==> src/rtl/pwm_aq_pkg.sv <==
package pwm_aq_pkg;

  typedef enum logic [1:0] {
    ACT_NONE = 2'b00,
    ACT_CLR  = 2'b01,
    ACT_SET  = 2'b10,
    ACT_TOG  = 2'b11
  } aq_act_e;

  typedef enum logic [1:0] {
    MD_UP   = 2'b00,
    MD_DOWN = 2'b01,
    MD_UPDN = 2'b10,
    MD_STOP = 2'b11
  } aq_mode_e;

  typedef struct packed {
    logic zro;
    logic prd;
    logic cau;
    logic cad;
    logic cbu;
    logic cbd;
    logic t1u;
    logic t1d;
    logic t2u;
    logic t2d;
  } aq_evt_t;

  typedef struct packed {
    aq_act_e zro;
    aq_act_e prd;
    aq_act_e cau;
    aq_act_e cad;
    aq_act_e cbu;
    aq_act_e cbd;
    aq_act_e t1u;
    aq_act_e t1d;
    aq_act_e t2u;
    aq_act_e t2d;
  } aq_cfg_t;

  localparam int NCMP  = 2;  // compare channels: 0 = A, 1 = B
  localparam int NSLOT = 7;  // force plus up to six hardware events

endpackage

==> src/rtl/pwm_aq_cmp.sv <==
module pwm_aq_cmp
  import pwm_aq_pkg::*;
#(
  parameter int CW = 16
) (
  input  aq_mode_e        mode,
  input  logic            phase_up,
  input  logic [CW-1:0]   cnt,
  input  logic [CW-1:0]   prd,
  input  logic [CW-1:0]   cmp,
  output logic            up_ev,
  output logic            dn_ev
);

  logic hit, below, at_prd, fire_fb;

  assign hit     = (cnt == cmp);
  assign below   = (cmp < prd);
  assign at_prd  = (cnt == prd);
  // below the period: equality match; otherwise fall back to period match
  assign fire_fb = below ? hit : at_prd;

  always_comb begin
    up_ev = 1'b0;
    dn_ev = 1'b0;
    case (mode)
      MD_UP:   up_ev = (cmp <= prd) && hit;
      MD_DOWN: dn_ev = fire_fb;
      MD_UPDN: begin
        up_ev = phase_up  && fire_fb;
        dn_ev = !phase_up && fire_fb;
      end
      default: ;
    endcase
  end

endmodule

==> src/rtl/pwm_aq_evt.sv <==
module pwm_aq_evt
  import pwm_aq_pkg::*;
#(
  parameter int CW = 16
) (
  input  logic            clk,
  input  logic            rst,
  input  aq_mode_e        mode,
  input  logic            dir,
  input  logic [CW-1:0]   cnt,
  input  logic [CW-1:0]   prd,
  input  logic [CW-1:0]   cmpa,
  input  logic [CW-1:0]   cmpb,
  input  logic            trig1,
  input  logic            trig2,
  output aq_evt_t         ev,
  output logic            phase_up
);

  logic            hw_on, at_zero, at_prd;
  logic [CW-1:0]   cmp_v [NCMP];
  logic [NCMP-1:0] up_v, dn_v;

  assign hw_on   = (mode != MD_STOP);
  assign at_zero = (cnt == '0);
  assign at_prd  = (cnt == prd);

  // Phase: period match belongs to the falling phase, zero to the rising one
  always_comb begin
    case (mode)
      MD_UP:   phase_up = 1'b1;
      MD_DOWN: phase_up = 1'b0;
      MD_UPDN: phase_up = at_prd ? 1'b0 : (at_zero ? 1'b1 : dir);
      default: phase_up = dir;
    endcase
  end

  assign cmp_v[0] = cmpa;
  assign cmp_v[1] = cmpb;

  for (genvar g = 0; g < NCMP; g++) begin : g_cmp
    pwm_aq_cmp #(.CW(CW)) u_cmp (
      .mode     (mode),
      .phase_up (phase_up),
      .cnt      (cnt),
      .prd      (prd),
      .cmp      (cmp_v[g]),
      .up_ev    (up_v[g]),
      .dn_ev    (dn_v[g])
    );
  end

  always_comb begin
    ev.zro = hw_on && at_zero && (mode != MD_UPDN || phase_up);
    ev.prd = hw_on && at_prd  && (mode != MD_UPDN || !phase_up);
    ev.cau = hw_on && up_v[0];
    ev.cad = hw_on && dn_v[0];
    ev.cbu = hw_on && up_v[1];
    ev.cbd = hw_on && dn_v[1];
    ev.t1u = hw_on && trig1 && phase_up;
    ev.t1d = hw_on && trig1 && !phase_up;
    ev.t2u = hw_on && trig2 && phase_up;
    ev.t2d = hw_on && trig2 && !phase_up;
  end

  // up counting never raises a falling-phase event
  a_r4_no_down_in_up: assert property (@(posedge clk) disable iff (rst)
    (mode == MD_UP) |-> !(ev.cad || ev.cbd || ev.t1d || ev.t2d));
  // down counting never raises a rising-phase event
  a_r5_no_up_in_down: assert property (@(posedge clk) disable iff (rst)
    (mode == MD_DOWN) |-> !(ev.cau || ev.cbu || ev.t1u || ev.t2u));
  // stopped counter produces no hardware events
  a_r12_stop_quiet: assert property (@(posedge clk) disable iff (rst)
    (mode == MD_STOP) |-> (ev == '0));
  // compare above period never fires in up mode
  a_r8_over_never: assert property (@(posedge clk) disable iff (rst)
    (mode == MD_UP && cmpa > prd) |-> !ev.cau);
  // in up-down, at most one compare-A event per cycle
  a_r10_one_phase: assert property (@(posedge clk) disable iff (rst)
    (mode == MD_UPDN) |-> $countones({ev.cau, ev.cad}) <= 1);

endmodule

==> src/rtl/pwm_aq_arb.sv <==
module pwm_aq_arb
  import pwm_aq_pkg::*;
(
  input  logic      clk,
  input  logic      rst,
  input  aq_mode_e  mode,
  input  logic      phase_up,
  input  aq_evt_t   ev,
  input  aq_cfg_t   cfg,
  input  logic      frc,
  input  aq_act_e   frc_act,
  output aq_act_e   sel
);

  logic [NSLOT-1:0] s_ev;
  aq_act_e          s_act [NSLOT];

  // Slot 0 is highest priority; the order depends on mode and phase
  always_comb begin
    s_ev = '0;
    for (int i = 0; i < NSLOT; i++) s_act[i] = ACT_NONE;
    s_ev[0] = frc;  s_act[0] = frc_act;
    case (mode)
      MD_UP: begin
        s_ev[1] = ev.prd; s_act[1] = cfg.prd;
        s_ev[2] = ev.t1u; s_act[2] = cfg.t1u;
        s_ev[3] = ev.t2u; s_act[3] = cfg.t2u;
        s_ev[4] = ev.cbu; s_act[4] = cfg.cbu;
        s_ev[5] = ev.cau; s_act[5] = cfg.cau;
        s_ev[6] = ev.zro; s_act[6] = cfg.zro;
      end
      MD_DOWN: begin
        s_ev[1] = ev.zro; s_act[1] = cfg.zro;
        s_ev[2] = ev.t1d; s_act[2] = cfg.t1d;
        s_ev[3] = ev.t2d; s_act[3] = cfg.t2d;
        s_ev[4] = ev.cbd; s_act[4] = cfg.cbd;
        s_ev[5] = ev.cad; s_act[5] = cfg.cad;
        s_ev[6] = ev.prd; s_act[6] = cfg.prd;
      end
      MD_UPDN: begin
        if (phase_up) begin
          s_ev[1] = ev.t1u; s_act[1] = cfg.t1u;
          s_ev[2] = ev.t2u; s_act[2] = cfg.t2u;
          s_ev[3] = ev.cbu; s_act[3] = cfg.cbu;
          s_ev[4] = ev.cau; s_act[4] = cfg.cau;
          s_ev[5] = ev.zro; s_act[5] = cfg.zro;
        end else begin
          s_ev[1] = ev.t1d; s_act[1] = cfg.t1d;
          s_ev[2] = ev.t2d; s_act[2] = cfg.t2d;
          s_ev[3] = ev.cbd; s_act[3] = cfg.cbd;
          s_ev[4] = ev.cad; s_act[4] = cfg.cad;
          s_ev[5] = ev.prd; s_act[5] = cfg.prd;
        end
      end
      default: ;
    endcase
  end

  // Scan lowest to highest; a higher slot with a real action overwrites
  always_comb begin
    sel = ACT_NONE;
    for (int i = NSLOT - 1; i >= 0; i--) begin
      if (s_ev[i] && s_act[i] != ACT_NONE) sel = s_act[i];
    end
  end

  // an effective force always decides the action
  a_r3_force_wins: assert property (@(posedge clk) disable iff (rst)
    (frc && frc_act != ACT_NONE) |-> (sel == frc_act));
  // with nothing active, no action is selected
  a_r11_idle_none: assert property (@(posedge clk) disable iff (rst)
    (!frc && ev == '0) |-> (sel == ACT_NONE));

endmodule

==> src/rtl/pwm_aq_out.sv <==
module pwm_aq_out
  import pwm_aq_pkg::*;
(
  input  logic     clk,
  input  logic     rst,
  input  aq_act_e  act,
  output logic     q
);

  always_ff @(posedge clk) begin
    if (rst) begin
      q <= 1'b0;
    end else begin
      case (act)
        ACT_CLR: q <= 1'b0;
        ACT_SET: q <= 1'b1;
        ACT_TOG: q <= ~q;
        default: q <= q;
      endcase
    end
  end

  // each code has its effect one edge later
  a_r2_clear: assert property (@(posedge clk) disable iff (rst)
    (act == ACT_CLR) |=> !q);
  a_r2_set: assert property (@(posedge clk) disable iff (rst)
    (act == ACT_SET) |=> q);
  a_r2_toggle: assert property (@(posedge clk) disable iff (rst)
    (act == ACT_TOG) |=> (q != $past(q)));
  // no action holds the output
  a_r11_hold: assert property (@(posedge clk) disable iff (rst)
    (act == ACT_NONE) |=> $stable(q));

endmodule

==> src/rtl/pwm_act_qual.sv <==
module pwm_act_qual
  import pwm_aq_pkg::*;
#(
  parameter int CW = 16
) (
  input  logic          clk,
  input  logic          rst,
  input  logic [1:0]    cnt_mode,
  input  logic          cnt_dir,
  input  logic [CW-1:0] cnt_val,
  input  logic [CW-1:0] prd_val,
  input  logic [CW-1:0] cmpa_val,
  input  logic [CW-1:0] cmpb_val,
  input  logic          trig1,
  input  logic          trig2,
  input  logic          frc_pulse,
  input  logic [1:0]    frc_act,
  input  logic [1:0]    act_zro,
  input  logic [1:0]    act_prd,
  input  logic [1:0]    act_cau,
  input  logic [1:0]    act_cad,
  input  logic [1:0]    act_cbu,
  input  logic [1:0]    act_cbd,
  input  logic [1:0]    act_t1u,
  input  logic [1:0]    act_t1d,
  input  logic [1:0]    act_t2u,
  input  logic [1:0]    act_t2d,
  output logic          pwm_out
);

  aq_mode_e mode;
  aq_cfg_t  cfg;
  aq_evt_t  ev;
  aq_act_e  sel;
  logic     phase_up;

  assign mode    = aq_mode_e'(cnt_mode);
  assign cfg.zro = aq_act_e'(act_zro);
  assign cfg.prd = aq_act_e'(act_prd);
  assign cfg.cau = aq_act_e'(act_cau);
  assign cfg.cad = aq_act_e'(act_cad);
  assign cfg.cbu = aq_act_e'(act_cbu);
  assign cfg.cbd = aq_act_e'(act_cbd);
  assign cfg.t1u = aq_act_e'(act_t1u);
  assign cfg.t1d = aq_act_e'(act_t1d);
  assign cfg.t2u = aq_act_e'(act_t2u);
  assign cfg.t2d = aq_act_e'(act_t2d);

  pwm_aq_evt #(.CW(CW)) u_evt (
    .clk      (clk),
    .rst      (rst),
    .mode     (mode),
    .dir      (cnt_dir),
    .cnt      (cnt_val),
    .prd      (prd_val),
    .cmpa     (cmpa_val),
    .cmpb     (cmpb_val),
    .trig1    (trig1),
    .trig2    (trig2),
    .ev       (ev),
    .phase_up (phase_up)
  );

  pwm_aq_arb u_arb (
    .clk      (clk),
    .rst      (rst),
    .mode     (mode),
    .phase_up (phase_up),
    .ev       (ev),
    .cfg      (cfg),
    .frc      (frc_pulse),
    .frc_act  (aq_act_e'(frc_act)),
    .sel      (sel)
  );

  pwm_aq_out u_out (
    .clk (clk),
    .rst (rst),
    .act (sel),
    .q   (pwm_out)
  );

  // output is low on the cycle after reset was applied
  a_r1_reset_low: assert property (@(posedge clk)
    rst |=> !pwm_out);

endmodule

==> config.mk <==
export PLATFORM = sky130hd
export DESIGN_NAME = pwm_act_qual
export DESIGN_NICKNAME = d
export VERILOG_FILES = /design/src/rtl/pwm_aq_pkg.sv /design/src/rtl/pwm_aq_cmp.sv /design/src/rtl/pwm_aq_evt.sv /design/src/rtl/pwm_aq_arb.sv /design/src/rtl/pwm_aq_out.sv /design/src/rtl/pwm_act_qual.sv
export SDC_FILE = /design/constraint.sdc
export NUM_CORES = 1
export LEC_CHECK = 0
export BUFFER_PORTS_ARGS = -buffer_cell sky130_fd_sc_hd__buf_2
export CAP_MARGIN = 20
export CORE_ASPECT_RATIO = 0.6
export CORE_UTILIZATION = 55
export DETAILED_ROUTE_END_ITERATION = 6
export PLACE_DENSITY = 0.95
export SLEW_MARGIN = 40
export SYNTH_ARGS = -nofsm -noshare
export SYNTH_HDL_FRONTEND = slang
export SYNTH_HIERARCHICAL = 1
export SYNTH_SLANG_ARGS = --single-unit
export TNS_END_PERCENT = 5
==> constraint.sdc <==
create_clock -name clk -period 5.64 [get_ports clk]
set_input_delay 0.282 -clock clk [delete_from_list [all_inputs] [get_ports clk]]
set_output_delay 0.282 -clock clk [all_outputs]
set_load 0.03 [all_outputs]
Yosys cells after proc, flatten, opt, wreduce, memory -nomap -nowiden
Index checks and enable logic that the tools add are counted.
Word-level totals
  logic and storage cells: 79
  bits in registers: 1
Cells by class
  reduce and logical (&&, ||, !) cells: 40
  multiplexer cells: 23
  order comparisons: 4
  equality and inequality tests: 10
  bitwise operators: 1
Operators by type and width (count)
  equality test 16 bit: 3
  less-or-equal comparator 16 bit: 2
  less-than comparator 16 bit: 2
  one-hot mux 10 bit (3 select lines): 1
  logical AND 1 bit: 27
  zero test 16 bit: 1
  one-hot mux 5 bit (3 select lines): 1
  2-to-1 mux 2 bit: 7
  nonzero test 2 bit: 7
  2-to-1 mux 10 bit: 1
  one-hot mux 1 bit (2 select lines): 5
  equality test 2 bit, second input constant: 3
  one-hot mux 1 bit (3 select lines): 2
  2-to-1 mux 5 bit: 1
  equality test 2 x 1 -> 1 bit, second input constant: 2
  2-to-1 mux 1 bit: 4
  inequality test 2 bit, second input constant: 2
  one-hot mux 2 bit (2 select lines): 1
  nonzero test 3 bit: 1
  zero test 2 bit: 1
  logical OR 1 bit: 2
  zero test 1 bit: 1
  NOT 1 bit: 1

Logic depth before layout (Yosys ltp)
Gate-level depths: netlist of the first run.
  depth in word-level cells: 19
  mapped depth: 17

By module
The synthesis of the first run kept the hierarchy.
By module, submodules not included
  pwm_aq_cmp: cells each 115, area each 879.6 um^2, times used 2
  pwm_aq_arb: cells each 94, area each 773.2 um^2, times used 1
  pwm_aq_evt: cells each 56, area each 387.9 um^2, times used 1
  pwm_aq_out: cells each 3, area each 31.3 um^2, times used 1

Worst setup path after synthesis of the first run
OpenSTA, ideal clock, no wires.
  kind: input-to-reg
  start: in cnt_val[8]
  end: reg u_out.q
  buffers on the path: 0
  arrival time: 3.098 ns
  setup time: 0.086 ns
  path slack: 2.457 ns
  stages on the path: 13
  path through: nor4_1 a41oi_1 o31ai_1 nand2_1 or3_1 o211ai_2 and2_1 mux2i_1 o22a_1 o2bb2a_2 a211oi_2 o211ai_1 a211oi_1
RTL lines
  start, declared: RTL line pwm_act_qual.sv:10  | input logic [CW-1:0] cnt_val,
  end signal, assigned: RTL line pwm_aq_out.sv:17  | ACT_TOG: q <= ~q;
  end signal, assigned: RTL line pwm_aq_out.sv:18  | default: q <= q;
  end, declared: RTL line pwm_aq_out.sv:7  | output logic q

==> results of run 1 <==
==> per-layer routing <==
metal / track usage (%) / routed length, um / vias to the layer above
li1: - / - / 1572
met1: 54.8 / 4600 / 1541
met2: 51.2 / 4030 / 162
met3: 1.55 / 933 / 6
met4: 1.47 / 46 / 0
met5: 0 / 0 / -
==> cells in the mapped netlist (all sizes together), types with 2 or more instances <==
cell type / count
and3: 2
nand3b: 3
a211o: 2
nor2b: 6
o2bb2a: 4
nand4: 15
a31oi: 3
xnor2: 16
nor4: 23
o22a: 3
mux2i: 20
inv: 44
and3b: 2
clkbuf: 3
o211ai: 6
nor2: 18
nand2: 19
or3b: 2
nand3: 5
a21o: 2
a21boi: 2
nor3b: 4
o21ai: 9
ha: 38
or3: 4
mux2: 3
a21oi: 20
o22ai: 4
and2: 8
a211oi: 8
xor2: 64
buf: 4
o41ai: 2
==> cells in the final DEF (no fill, tap or decap), drive strengths merged, types with 4 or more instances in the layout <==
master / count
nand4: 15
nor3b: 4
a211oi: 8
xnor2: 16
nand3: 5
nor4: 23
nor2b: 6
or3: 4
o22ai: 4
o21ai: 9
o2bb2a: 4
mux2i: 20
and2: 8
buf: 95
nor2: 18
a21oi: 20
ha: 38
nand2: 19
inv: 44
xor2: 64
o211ai: 6
==> layout make-up <==
cell class	instances	area share, %
Tap cell	66	2.40
Sequential cell	1	0.582
Timing Repair Buffer	95	13.9
Inverter	44	4.80
Multi-Input combinational cell	330	78.3
==> worst max-delay path by stage <==
stage,startpoint,to,slack (ps),cells past startpoint
global placement,cnt_val[8],u_out/q,1570,15
floorplan,cnt_val[8],u_out/q,2460,13
CTS,cnt_val[8],u_out/q,1410,15
finish,cnt_val[8],u_out/q,1370,15
detailed placement,cnt_val[8],u_out/q,1430,15
global route,cnt_val[8],u_out/q,1120,15
==> kinds of logic after synthesis <==
family          after synthesis
xor+xnor                     80
fa+ha+maj                    38
flops                         1
compound gates               76
simple gates                113
buf+inv                      52
mux                          23
==> metrics by stage <==
stage                     utilization [%]  instance area (um2)  total power [mW]  setup WS, ps
after CTS                            67.2                 3430             0.253          1410
final                                67.4                 3440             0.260          1370
after detailed placement             67.2                 3430             0.252          1430
after global placement               67.2                 3430             0.246          1570
after floorplan                         -                 2950             0.158          2460
after global routing                 67.4                 3440             0.281          1120
==> power groups by stage <==
stage	registers (mW)	logic [mW]	clock network [mW]
CTS	0.00870	0.245	0
detailed placement	0.00870	0.243	0
global placement	0.00863	0.237	0
global route	0.00893	0.272	0
floorplan	0.0104	0.148	0
finish	0.00864	0.252	0
==> worst max-delay path, cell delays in order <==
cell and delay (ps):
buf_2 160, nor4_1 390, a41oi_1 370, o31ai_4 710
buf_4 320, nand2_1 90, or3_1 320, o211ai_2 80
and2_1 180, mux2i_1 90, o22a_1 250, o2bb2a_2 290
a211oi_2 290, o211ai_1 140, a211oi_1 230
==> reports/qor.json, run 1 <==
{
  "critical_path": {
    "cp_data_arrival_time_ps": 4180,
    "worstReg2RegEnd": "u_out/q",
    "reg2regPathDepth": 2,
    "timing.setup.critical_path_class": "in2reg",
    "cp_max_fo": 11,
    "worst_flop_to_flop_path_startpoint": "u_out/q",
    "data_required_critical_path_ps": 5550,
    "ff2ff_setup_slack_ps": 5020,
    "start_kind": "input pin",
    "worst_setup_path_end_kind": "register"
  },
  "global_route": {
    "grt_max_degree": 35,
    "grt_first_pass_wirelength_mm": 14.7,
    "grt_pass1_vias": 2855,
    "global_route.usage.total_pct": 33.9,
    "antenna_found_initial": 0,
    "overflow": 0
  },
  "cells_and_area": {
    "flow.area_growth_from_synthesis_pct": 16.5,
    "drive_gt1_share_pct": 25.5,
    "area_of_the_multi_input_gates_um2": 2690,
    "n_fill_cell": 438,
    "largest_reg_flops": 1,
    "top_register": "u_out/q",
    "ff_latch_area_um2": 20.0,
    "layoutNonFillerInstCount": 536,
    "layout.nets": 604,
    "antenna-diode-count": 0,
    "top_regs": "u_out/q x1"
  },
  "sta": {
    "report.final.slew_viol_count": 0,
    "layout_min_cycle_time_ps": 4270,
    "setup-violations-final": 0,
    "tightest_slew_ps": 686,
    "hold-worst-slack_ps": 449,
    "relSlewSlack_pct": 53.8,
    "timing.clock.skew_ps": 0,
    "timing_hold_violations_final": 0,
    "totalNegativeSetupSlack_ps": 0,
    "grt_setup_unrepaired": "no",
    "final.period_utilization_pct": 75.8,
    "max_freq_mhz": 234
  },
  "worst_hold_path": {
    "whs_endpoint": "u_out/q",
    "worst_hold_startpoint": "u_out/q",
    "min_delay_path_depth": 1,
    "hold_path_class": "reg2reg"
  },
  "synthesis": {
    "syn_nets": 515,
    "share_of_flip_flops_with_an_asynchronous_set_or_reset_after_synthesis_pct": 0,
    "synth.area.top_cells": "xor2_1 (19%), ha_1 (16%), mux2i_1 (6.8%)",
    "seq_area_frac_synth_pct": 0.678,
    "synth_area_um2": 2950,
    "post_synth_num_cell_types": 64,
    "synthesis.area_per_instance_um2": 7.71,
    "synthSimpleGateAreaFrac_pct": 23.0,
    "synth_warnings": 6,
    "synth_adder_area_share_pct": 16.1,
    "synth_area_in_xor_xnor_pct": 23.7,
    "synth_largest_type_area_fraction_pct": 19.0,
    "synthMuxAreaShare_pct": 8.05,
    "synth_top_family_by_area": "XOR/XNOR gates",
    "synth_area_leader_cell": "xor2_1",
    "synth_compound_gate_area_share_pct": 19.7,
    "ys_ff_latch": 1,
    "post_synth_inst_count": 383,
    "ys.flop_type": "dfxtp_1",
    "synth-edff-count": 0
  },
  "pwr": {
    "power.internal_uw": 114,
    "powerDensity_nw_per_um2": 75.7,
    "power.switching_fraction_pct": 56.1,
    "pwr-share-clk_pct": 0,
    "peakVddDrop_mv": 0.0556,
    "seqPwrFrac_pct": 3.3,
    "net_switching_uw": 146,
    "combinationalPowerShare_pct": 96.7,
    "power.static_leakage_nw": 1.69
  },
  "status": {
    "run_status": "completed"
  },
  "run": {
    "maxCapViolCount": 0
  },
  "detailed_routing": {
    "first_iter_violations": 382,
    "detailroute.via_count": 3281,
    "remaining_drc_errors": 0,
    "drtAntennaViolNets": 0,
    "dr.pass1.iters": 5,
    "wl_per_cell_um": 17.9,
    "routed_wirelength_mm": 9.61,
    "drt-vias-per-instance": 6.12
  },
  "cts": {
    "postCtsHoldBufs": 0,
    "cts_post_setup_buffers_inserted": 0,
    "cts.reportedPaths.clkPinSlew_ps": 0,
    "clkLatencyLatePin_ps": 0,
    "postCtsResizedCells": 0
  },
  "placement": {
    "io_buffer_count": 94,
    "gp_routability_congestion": 1.05,
    "post-place-cells": 536,
    "placed_wire_length_estimate_after_detailed_placement_mm": 8.14
  },
  "floorplan": {
    "fp.dieW_um": 96.6,
    "initial_utilization_pct": 57.8,
    "die-height_um": 58.7,
    "die_footprint_um2": 5670,
    "coreArea_um2": 5100,
    "fp-row-count": 20,
    "num_io_pins": 95
  }
}
(Power assumes the default switching activity.)
==> inputs of run 2 (changes only) <==
--- a/config.mk
+++ b/config.mk
@@ -8,9 +8,9 @@
 export BUFFER_PORTS_ARGS = -buffer_cell sky130_fd_sc_hd__buf_2
 export CAP_MARGIN = 20
 export CORE_ASPECT_RATIO = 0.6
-export CORE_UTILIZATION = 55
+export CORE_UTILIZATION = 53
 export DETAILED_ROUTE_END_ITERATION = 6
-export PLACE_DENSITY = 0.95
+export PLACE_DENSITY = 0.93
 export SLEW_MARGIN = 40
 export SYNTH_ARGS = -nofsm -noshare
 export SYNTH_HDL_FRONTEND = slang
==> constraint.sdc (replaced) <==
create_clock -name clk -period 4.05 [get_ports clk]
set_input_delay 0.2025 -clock clk [delete_from_list [all_inputs] [get_ports clk]]
set_output_delay 0.2025 -clock clk [all_outputs]
set_load 0.03 [all_outputs]
==> run 2 against run 1 <==
Effect of this change: the run now ends with design-rule violations left; core utilization is 0.98 points lower; clock skew stayed put; first-iteration DRC count is 20% higher; total power is 40% higher; sequential power is 41% higher; cell count is 0.56% higher; setup slack worse by 1000 ps; via count is 2.6% higher; sequential share of layout area hardly changed; sequential cell count stayed put; critical path type unchanged.
==> reports/qor.json, run 2 (same netlist as run 1, synthesis figures left out) <==
{
  "status": {
    "run_status": "finished, violations left",
    "failed_checks": "design-rule violations"
  },
  "global_route": {
    "overflow": {"value": 0, "change": "unchanged"},
    "antenna_found_initial": {"value": 0, "change": "unchanged"},
    "grt_first_pass_wirelength": {"value": 15.2, "unit": "mm", "change": "+3.1%"},
    "grt_pass1_vias": {"value": 3054, "change": "+7.0%"},
    "grt_max_degree": {"value": 24, "change": "-31%"},
    "global_route.usage.total": {"value": 32.7, "unit": "%", "change": "-1.2 points"}
  },
  "cells_and_area": {
    "layout.nets": {"value": 607, "change": "+0.50%"},
    "top_regs": "u_out/q x1",
    "layout.cells.most_common_list": "buf_2 (94), xor2_1 (64), inv_1 (44)",
    "top_register": "u_out/q",
    "layoutNonFillerInstCount": {"value": 539, "change": "+0.56%"},
    "n_fill_cell": {"value": 473, "change": "+8.0%"},
    "antenna-diode-count": {"value": 0, "change": "unchanged"},
    "final_common_cell": "buf_2",
    "drive_gt1_share": {"value": 25.8, "unit": "%", "change": "+0.26 points"},
    "flow.area_growth_from_synthesis_pct": 17.0,
    "largest_reg_flops": {"value": 1, "change": "unchanged"},
    "post-route-util": {"value": 66.4, "unit": "%", "change": "-0.98 points"}
  },
  "critical_path": {
    "timing.setup.critical_path_class": "in2reg",
    "cp_data_arrival_time": {"value": 3620, "unit": "ps", "change": "-560 ps"},
    "data_required_critical_path": {"value": 3950, "unit": "ps", "change": "-1600 ps"},
    "cp_max_fo": {"value": 6, "change": "-5"},
    "worst_setup_path_end_kind": "register",
    "start_kind": "input pin"
  },
  "sta": {
    "timing_hold_violations_final": {"value": 0, "change": "unchanged"},
    "max_freq_mhz": 269,
    "final.period_utilization_pct": 91.9,
    "grt_setup_unrepaired": "no",
    "relSlewSlack": {"value": 45.1, "unit": "%", "change": "-8.7 points"},
    "timing.clock.skew": {"value": 0, "unit": "ps", "change": "unchanged"},
    "setup-violations-final": {"value": 0, "change": "unchanged"},
    "report.final.slew_viol_count": {"value": 0, "change": "unchanged"},
    "layout_min_cycle_time_ps": 3720,
    "tightest_slew": {"value": 816, "unit": "ps", "change": "+130 ps"},
    "totalNegativeSetupSlack": {"value": 0, "unit": "ps", "change": "unchanged"}
  },
  "detailed_routing": {
    "first_iter_violations": {"value": 459, "change": "+20%"},
    "wl_per_cell": {"value": 17.9, "unit": "um", "change": "-0.12%"},
    "remaining_drc_errors": {"value": 1, "change": "+1"},
    "routed_wirelength": {"value": 9.65, "unit": "mm", "change": "+0.44%"},
    "dr.pass1.iters": {"value": 7, "change": "+2"},
    "drt-vias-per-instance": {"value": 6.25, "change": "+2.0%"},
    "drtAntennaViolNets": {"value": 0, "change": "unchanged"},
    "detailroute.via_count": {"value": 3367, "change": "+2.6%"}
  },
  "placement": {
    "placed_wire_length_estimate_after_detailed_placement": {"value": 8.14, "unit": "mm", "change": "about the same"},
    "io_buffer_count": {"value": 94, "change": "unchanged"},
    "post-place-cells": {"value": 539, "change": "+0.56%"},
    "gp_routability_congestion": {"value": 0.990, "change": "-6.0%"}
  },
  "cts": {
    "postCtsResizedCells": {"value": 0, "change": "unchanged"},
    "cts.reportedPaths.clkPinSlew": {"value": 0, "unit": "ps", "change": "unchanged"},
    "clkLatencyLatePin": {"value": 0, "unit": "ps", "change": "unchanged"},
    "postCtsHoldBufs": {"value": 0, "change": "unchanged"},
    "cts_post_setup_buffers_inserted": {"value": 0, "change": "unchanged"}
  },
  "run": {
    "maxCapViolCount": {"value": 0, "change": "unchanged"}
  },
  "pwr": {
    "power.static_leakage": {"value": 1.71, "unit": "nW", "change": "+0.85%"},
    "powerDensity": {"value": 106, "unit": "nW/um2", "change": "+40%"},
    "peakVddDrop": {"value": 0.0871, "unit": "mV", "change": "+57%"}
  },
  "floorplan": {
    "die-height": {"value": 59.8, "unit": "um", "change": "+1.8%"},
    "initial_utilization": {"value": 56.7, "unit": "%", "change": "-1.1 points"},
    "fp.dieW": {"value": 98.3, "unit": "um", "change": "+1.8%"},
    "fp-row-count": {"value": 20, "change": "unchanged"},
    "coreArea": {"value": 5200, "unit": "um2", "change": "+2.0%"},
    "die_footprint": {"value": 5880, "unit": "um2", "change": "+3.7%"},
    "num_io_pins": {"value": 95, "change": "unchanged"}
  },
  "worst_hold_path": {
    "hold_path_class": "in2reg"
  }
}
[run 2: cell types whose count changed in the layout (fill, tap and decap cells not counted), sizes merged]
cell  delta
buf      +3
[run 2: path summary, 6_finish.rpt]
| check | from | end | slack, ps | depth (start not counted) |
|---|---|---|---|---|
| setup / recovery | cnt_val[8] | u_out/q | 330 | 14 |
| hold / removal | rst | u_out/q | 380 | 2 |
| setup reg to reg | u_out/q | u_out/q | 3350 | 2 |
| hold reg to reg | u_out/q | u_out/q | 490 | 1 |
[run 2: report_power, final]
part	switching, mW	total, mW	internal, mW
clock	0	0	0
combinational	0.204	0.353	0.150
sequential	0.000934	0.0122	0.0113
total	0.205	0.365	0.161
[run 2: final cells by class]
type	instances	area [um2]	area share, %
flip-flops and latches	1	20.0	0.580
inverters	44	165	4.78
well taps	66	82.6	2.39
multi-input cells	330	2690	77.8
repair buffers	98	500	14.5
[run 2: critical path, cell delays in order]
cell and delay, ps:
buf_2 170, nor4_1 470, a41oi_1 360, o31ai_4 370
nand2_1 110, or3_1 330, o211ai_2 70, and2_1 180
mux2i_1 120, o22a_1 260, o2bb2a_2 290, a211oi_2 280
o211ai_1 130, a211oi_1 280
[run 2: metal layers]
layer  track usage [%]  part of all wire (%)
met2              50.5                    41
met5                 0                     0
met1              49.1                    46
met3              4.44                    11
met4              4.48                   1.1
[run 2: stage by stage]
stage	hold WS (ps)	instance area (um2)	total power [mW]	setup slack, ps
2_1_floorplan	281	2950	0.220	946
3_3_place_gp	366	3450	0.344	547
3_5_place_dp	376	3450	0.354	451
4_1_cts	376	3450	0.356	433
5_1_grt	378	3450	0.395	167
6_report	380	3450	0.365	330
==> inputs of run 3 (changes only) <==
--- a/config.mk
+++ b/config.mk
@@ -9,8 +9,11 @@
 export CAP_MARGIN = 20
 export CORE_ASPECT_RATIO = 0.6
 export CORE_UTILIZATION = 53
+export CTS_CLUSTER_SIZE = 12
 export DETAILED_ROUTE_END_ITERATION = 6
+export HOLD_SLACK_MARGIN = 0.1
 export PLACE_DENSITY = 0.93
+export REMOVE_ABC_BUFFERS = 1
 export SLEW_MARGIN = 40
 export SYNTH_ARGS = -nofsm -noshare
 export SYNTH_HDL_FRONTEND = slang
==> run 3 against run 2 <==
Effect of this change: the run still ends with design-rule violations left; sequential power is essentially flat; largest cell class unchanged; total power shrank 0.44%; highest routed layer unchanged; core utilization is essentially flat; sequential share of layout area is essentially flat; via count shrank 0.36%; die area is the same; final area is essentially flat; critical path depth is the same; combinational power is essentially flat.
==> reports/qor.json, run 3 (same netlist as run 1, synthesis figures left out) <==
{
  "cells_and_area": {
    "drive_gt1_share": {"value": 25.8, "unit": "%", "change": "+0.055 points"},
    "layout.cells.most_common_list": "buf_2 (94), xor2_1 (64), inv_1 (44)",
    "top_regs": "u_out/q x1",
    "final_common_cell": "buf_2",
    "largest_reg_flops": {"value": 1, "change": "unchanged"},
    "layout.nets": {"value": 606, "change": "-0.16%"},
    "flow.area_growth_from_synthesis": {"value": 17.0, "unit": "%", "change": "about the same"},
    "final_design_area_no_fill": {"value": 3450, "unit": "um2", "change": "about the same"},
    "antenna-diode-count": {"value": 0, "change": "unchanged"},
    "top_register": "u_out/q"
  },
  "sta": {
    "timing_hold_violations_final": {"value": 0, "change": "unchanged"},
    "relSlewSlack": {"value": 61.2, "unit": "%", "change": "+16 points"},
    "max_freq": {"value": 273, "unit": "MHz", "change": "+1.6%"},
    "layout_min_cycle_time": {"value": 3660, "unit": "ps", "change": "-57.9 ps"},
    "tightest_slew": {"value": 574, "unit": "ps", "change": "-242 ps"},
    "timing.clock.skew": {"value": 0, "unit": "ps", "change": "unchanged"},
    "report.final.slew_viol_count": {"value": 0, "change": "unchanged"},
    "setup-violations-final": {"value": 0, "change": "unchanged"},
    "grt_setup_unrepaired": "no",
    "setup_ws": {"value": 388, "unit": "ps", "change": "+57.9 ps"},
    "final.period_utilization": {"value": 90.4, "unit": "%", "change": "-1.4 points"}
  },
  "cts": {
    "cts_post_setup_buffers_inserted": {"value": 0, "change": "unchanged"},
    "cts.reportedPaths.clkPinSlew": {"value": 0, "unit": "ps", "change": "unchanged"},
    "postCtsResizedCells": {"value": 0, "change": "unchanged"},
    "postCtsHoldBufs": {"value": 0, "change": "unchanged"},
    "clkLatencyLatePin": {"value": 0, "unit": "ps", "change": "unchanged"}
  },
  "status": {
    "run_status": "finished, violations left",
    "failed_checks": "design-rule violations"
  },
  "floorplan": {
    "fp.dieW": {"value": 98.3, "unit": "um", "change": "unchanged"},
    "fp-row-count": {"value": 20, "change": "unchanged"},
    "die-height": {"value": 59.8, "unit": "um", "change": "unchanged"},
    "initial_utilization": {"value": 56.7, "unit": "%", "change": "unchanged"},
    "num_io_pins": {"value": 95, "change": "unchanged"},
    "die_footprint": {"value": 5880, "unit": "um2", "change": "unchanged"},
    "coreArea": {"value": 5200, "unit": "um2", "change": "unchanged"}
  },
  "global_route": {
    "grt_first_pass_wirelength": {"value": 15.4, "unit": "mm", "change": "+1.5%"},
    "global_route.usage.total": {"value": 32.7, "unit": "%", "change": "about the same"},
    "overflow": {"value": 0, "change": "unchanged"},
    "grt_max_degree": {"value": 19, "change": "-21%"},
    "grt_pass1_vias": {"value": 3125, "change": "+2.3%"},
    "antenna_found_initial": {"value": 0, "change": "unchanged"}
  },
  "detailed_routing": {
    "detailroute.via_count": {"value": 3355, "change": "-0.36%"},
    "remaining_drc_errors": {"value": 2, "change": "+1"},
    "drtAntennaViolNets": {"value": 0, "change": "unchanged"},
    "drt-vias-per-instance": {"value": 6.24, "change": "-0.17%"},
    "wl_per_cell": {"value": 17.6, "unit": "um", "change": "-1.9%"},
    "dr.pass1.iters": {"value": 7, "change": "unchanged"},
    "first_iter_violations": {"value": 537, "change": "+17%"},
    "routed_wirelength": {"value": 9.45, "unit": "mm", "change": "-2.1%"}
  },
  "pwr": {
    "peakVddDrop": {"value": 0.0640, "unit": "mV", "change": "-27%"},
    "pwr-share-clk": {"value": 0, "unit": "%", "change": "unchanged"},
    "powerDensity": {"value": 105, "unit": "nW/um2", "change": "-0.41%"},
    "power.switching_fraction": {"value": 56.0, "unit": "%", "change": "about the same"},
    "combinationalPowerShare": {"value": 96.7, "unit": "%", "change": "about the same"},
    "net_switching": {"value": 204, "unit": "uW", "change": "-0.42%"},
    "seqPwrFrac": {"value": 3.3, "unit": "%", "change": "about the same"},
    "power.static_leakage": {"value": 1.70, "unit": "nW", "change": "-0.28%"},
    "power": {"value": 364, "unit": "uW", "change": "-0.44%"},
    "power.internal": {"value": 160, "unit": "uW", "change": "-0.48%"}
  },
  "placement": {
    "placed_area": {"value": 3450, "unit": "um2", "change": "-0.22%"},
    "detailedPlace.worstSlack": {"value": 484, "unit": "ps", "change": "+32.7 ps"},
    "gp_routability_congestion": {"value": 0.984, "change": "-0.61%"},
    "placed_wire_length_estimate_after_detailed_placement": {"value": 8.06, "unit": "mm", "change": "-1.0%"},
    "io_buffer_count": {"value": 94, "change": "unchanged"}
  },
  "run": {
    "maxCapViolCount": {"value": 0, "change": "unchanged"}
  },
  "worst_hold_path": {
    "hold_path_class": "in2reg"
  },
  "critical_path": {
    "timing.setup.critical_path_class": "in2reg",
    "start_kind": "input pin",
    "cp_max_fo": {"value": 6, "change": "unchanged"},
    "cp_cell_sequence": "buf_2 > nor4_1 > a41oi_1 > o31ai_4 > nand2_1 > or3_1 > o211ai_2 > and2_1 > mux2i_1 > o22a_1 > o2bb2a_2 > a211oi_2 > o211ai_1 > a211oi_1",
    "cp_top_family": "compound AO/OA/AOI/OAI gates",
    "data_required_critical_path": {"value": 3960, "unit": "ps", "change": "about the same"},
    "cp_data_arrival_time": {"value": 3570, "unit": "ps", "change": "-50 ps"},
    "worst_path_max_delay_cell": "nor4_1",
    "worst_setup_path_end_kind": "register",
    "critical_path_s_largest_stage_delay": {"value": 490, "unit": "ps", "change": "+20 ps"},
    "worst-path-buf-inv": {"value": 1, "change": "unchanged"}
  }
}
-- run 3: changes by cell type in the layout (fill, tap and decap cells not counted), sizes merged --
cell	change
buf	-1
-- run 3: power by group through the flow --
stage / Combinational (mW) / Clock (mW) / Sequential, mW
after detailed placement: 0.340 / 0 / 0.0122
after global routing: 0.382 / 0 / 0.0122
after global placement: 0.330 / 0 / 0.0121
final: 0.352 / 0 / 0.0121
after floorplan: 0.192 / 0 / 0.0144
after CTS: 0.342 / 0 / 0.0121
-- run 3: layer usage --
metal / routed length [um] / vias to the layer above / global-route usage, %
met5: 0 / - / 0
met4: 91 / 0 / 4.26
met3: 1090 / 18 / 4.33
met2: 3920 / 209 / 51.1
met1: 4350 / 1548 / 48.8
li1: - / 1580 / -
-- run 3: path summary, 6_finish.rpt --
path / start / cells past startpoint / slack (ps) / endpoint
setup / recovery: cnt_val[8] / 14 / 390 / u_out/q
hold reg to reg: u_out/q / 1 / 460 / u_out/q
hold / removal: rst / 2 / 380 / u_out/q
setup reg to reg: u_out/q / 2 / 3420 / u_out/q
-- run 3: layout make-up --
| class | instances | area, um2 |
|---|---|---|
| Multi-Input combinational cell | 330 | 2690 |
| Inverter | 44 | 165 |
| Tap cell | 66 | 82.6 |
| Fill cell | 431 | 1750 |
| Timing Repair Buffer | 97 | 493 |
| Sequential cell | 1 | 20.0 |
-- run 3: per-stage QoR --
step                hold WS (ps)  util, %  setup TNS, ps  cells
finish                       384     66.3              0    538
global route                 395     66.3              0    538
CTS                          384     66.2              0    538
detailed placement           380     66.2              0    538
global placement             370     66.2              0    538
floorplan                    281        -           -693    375
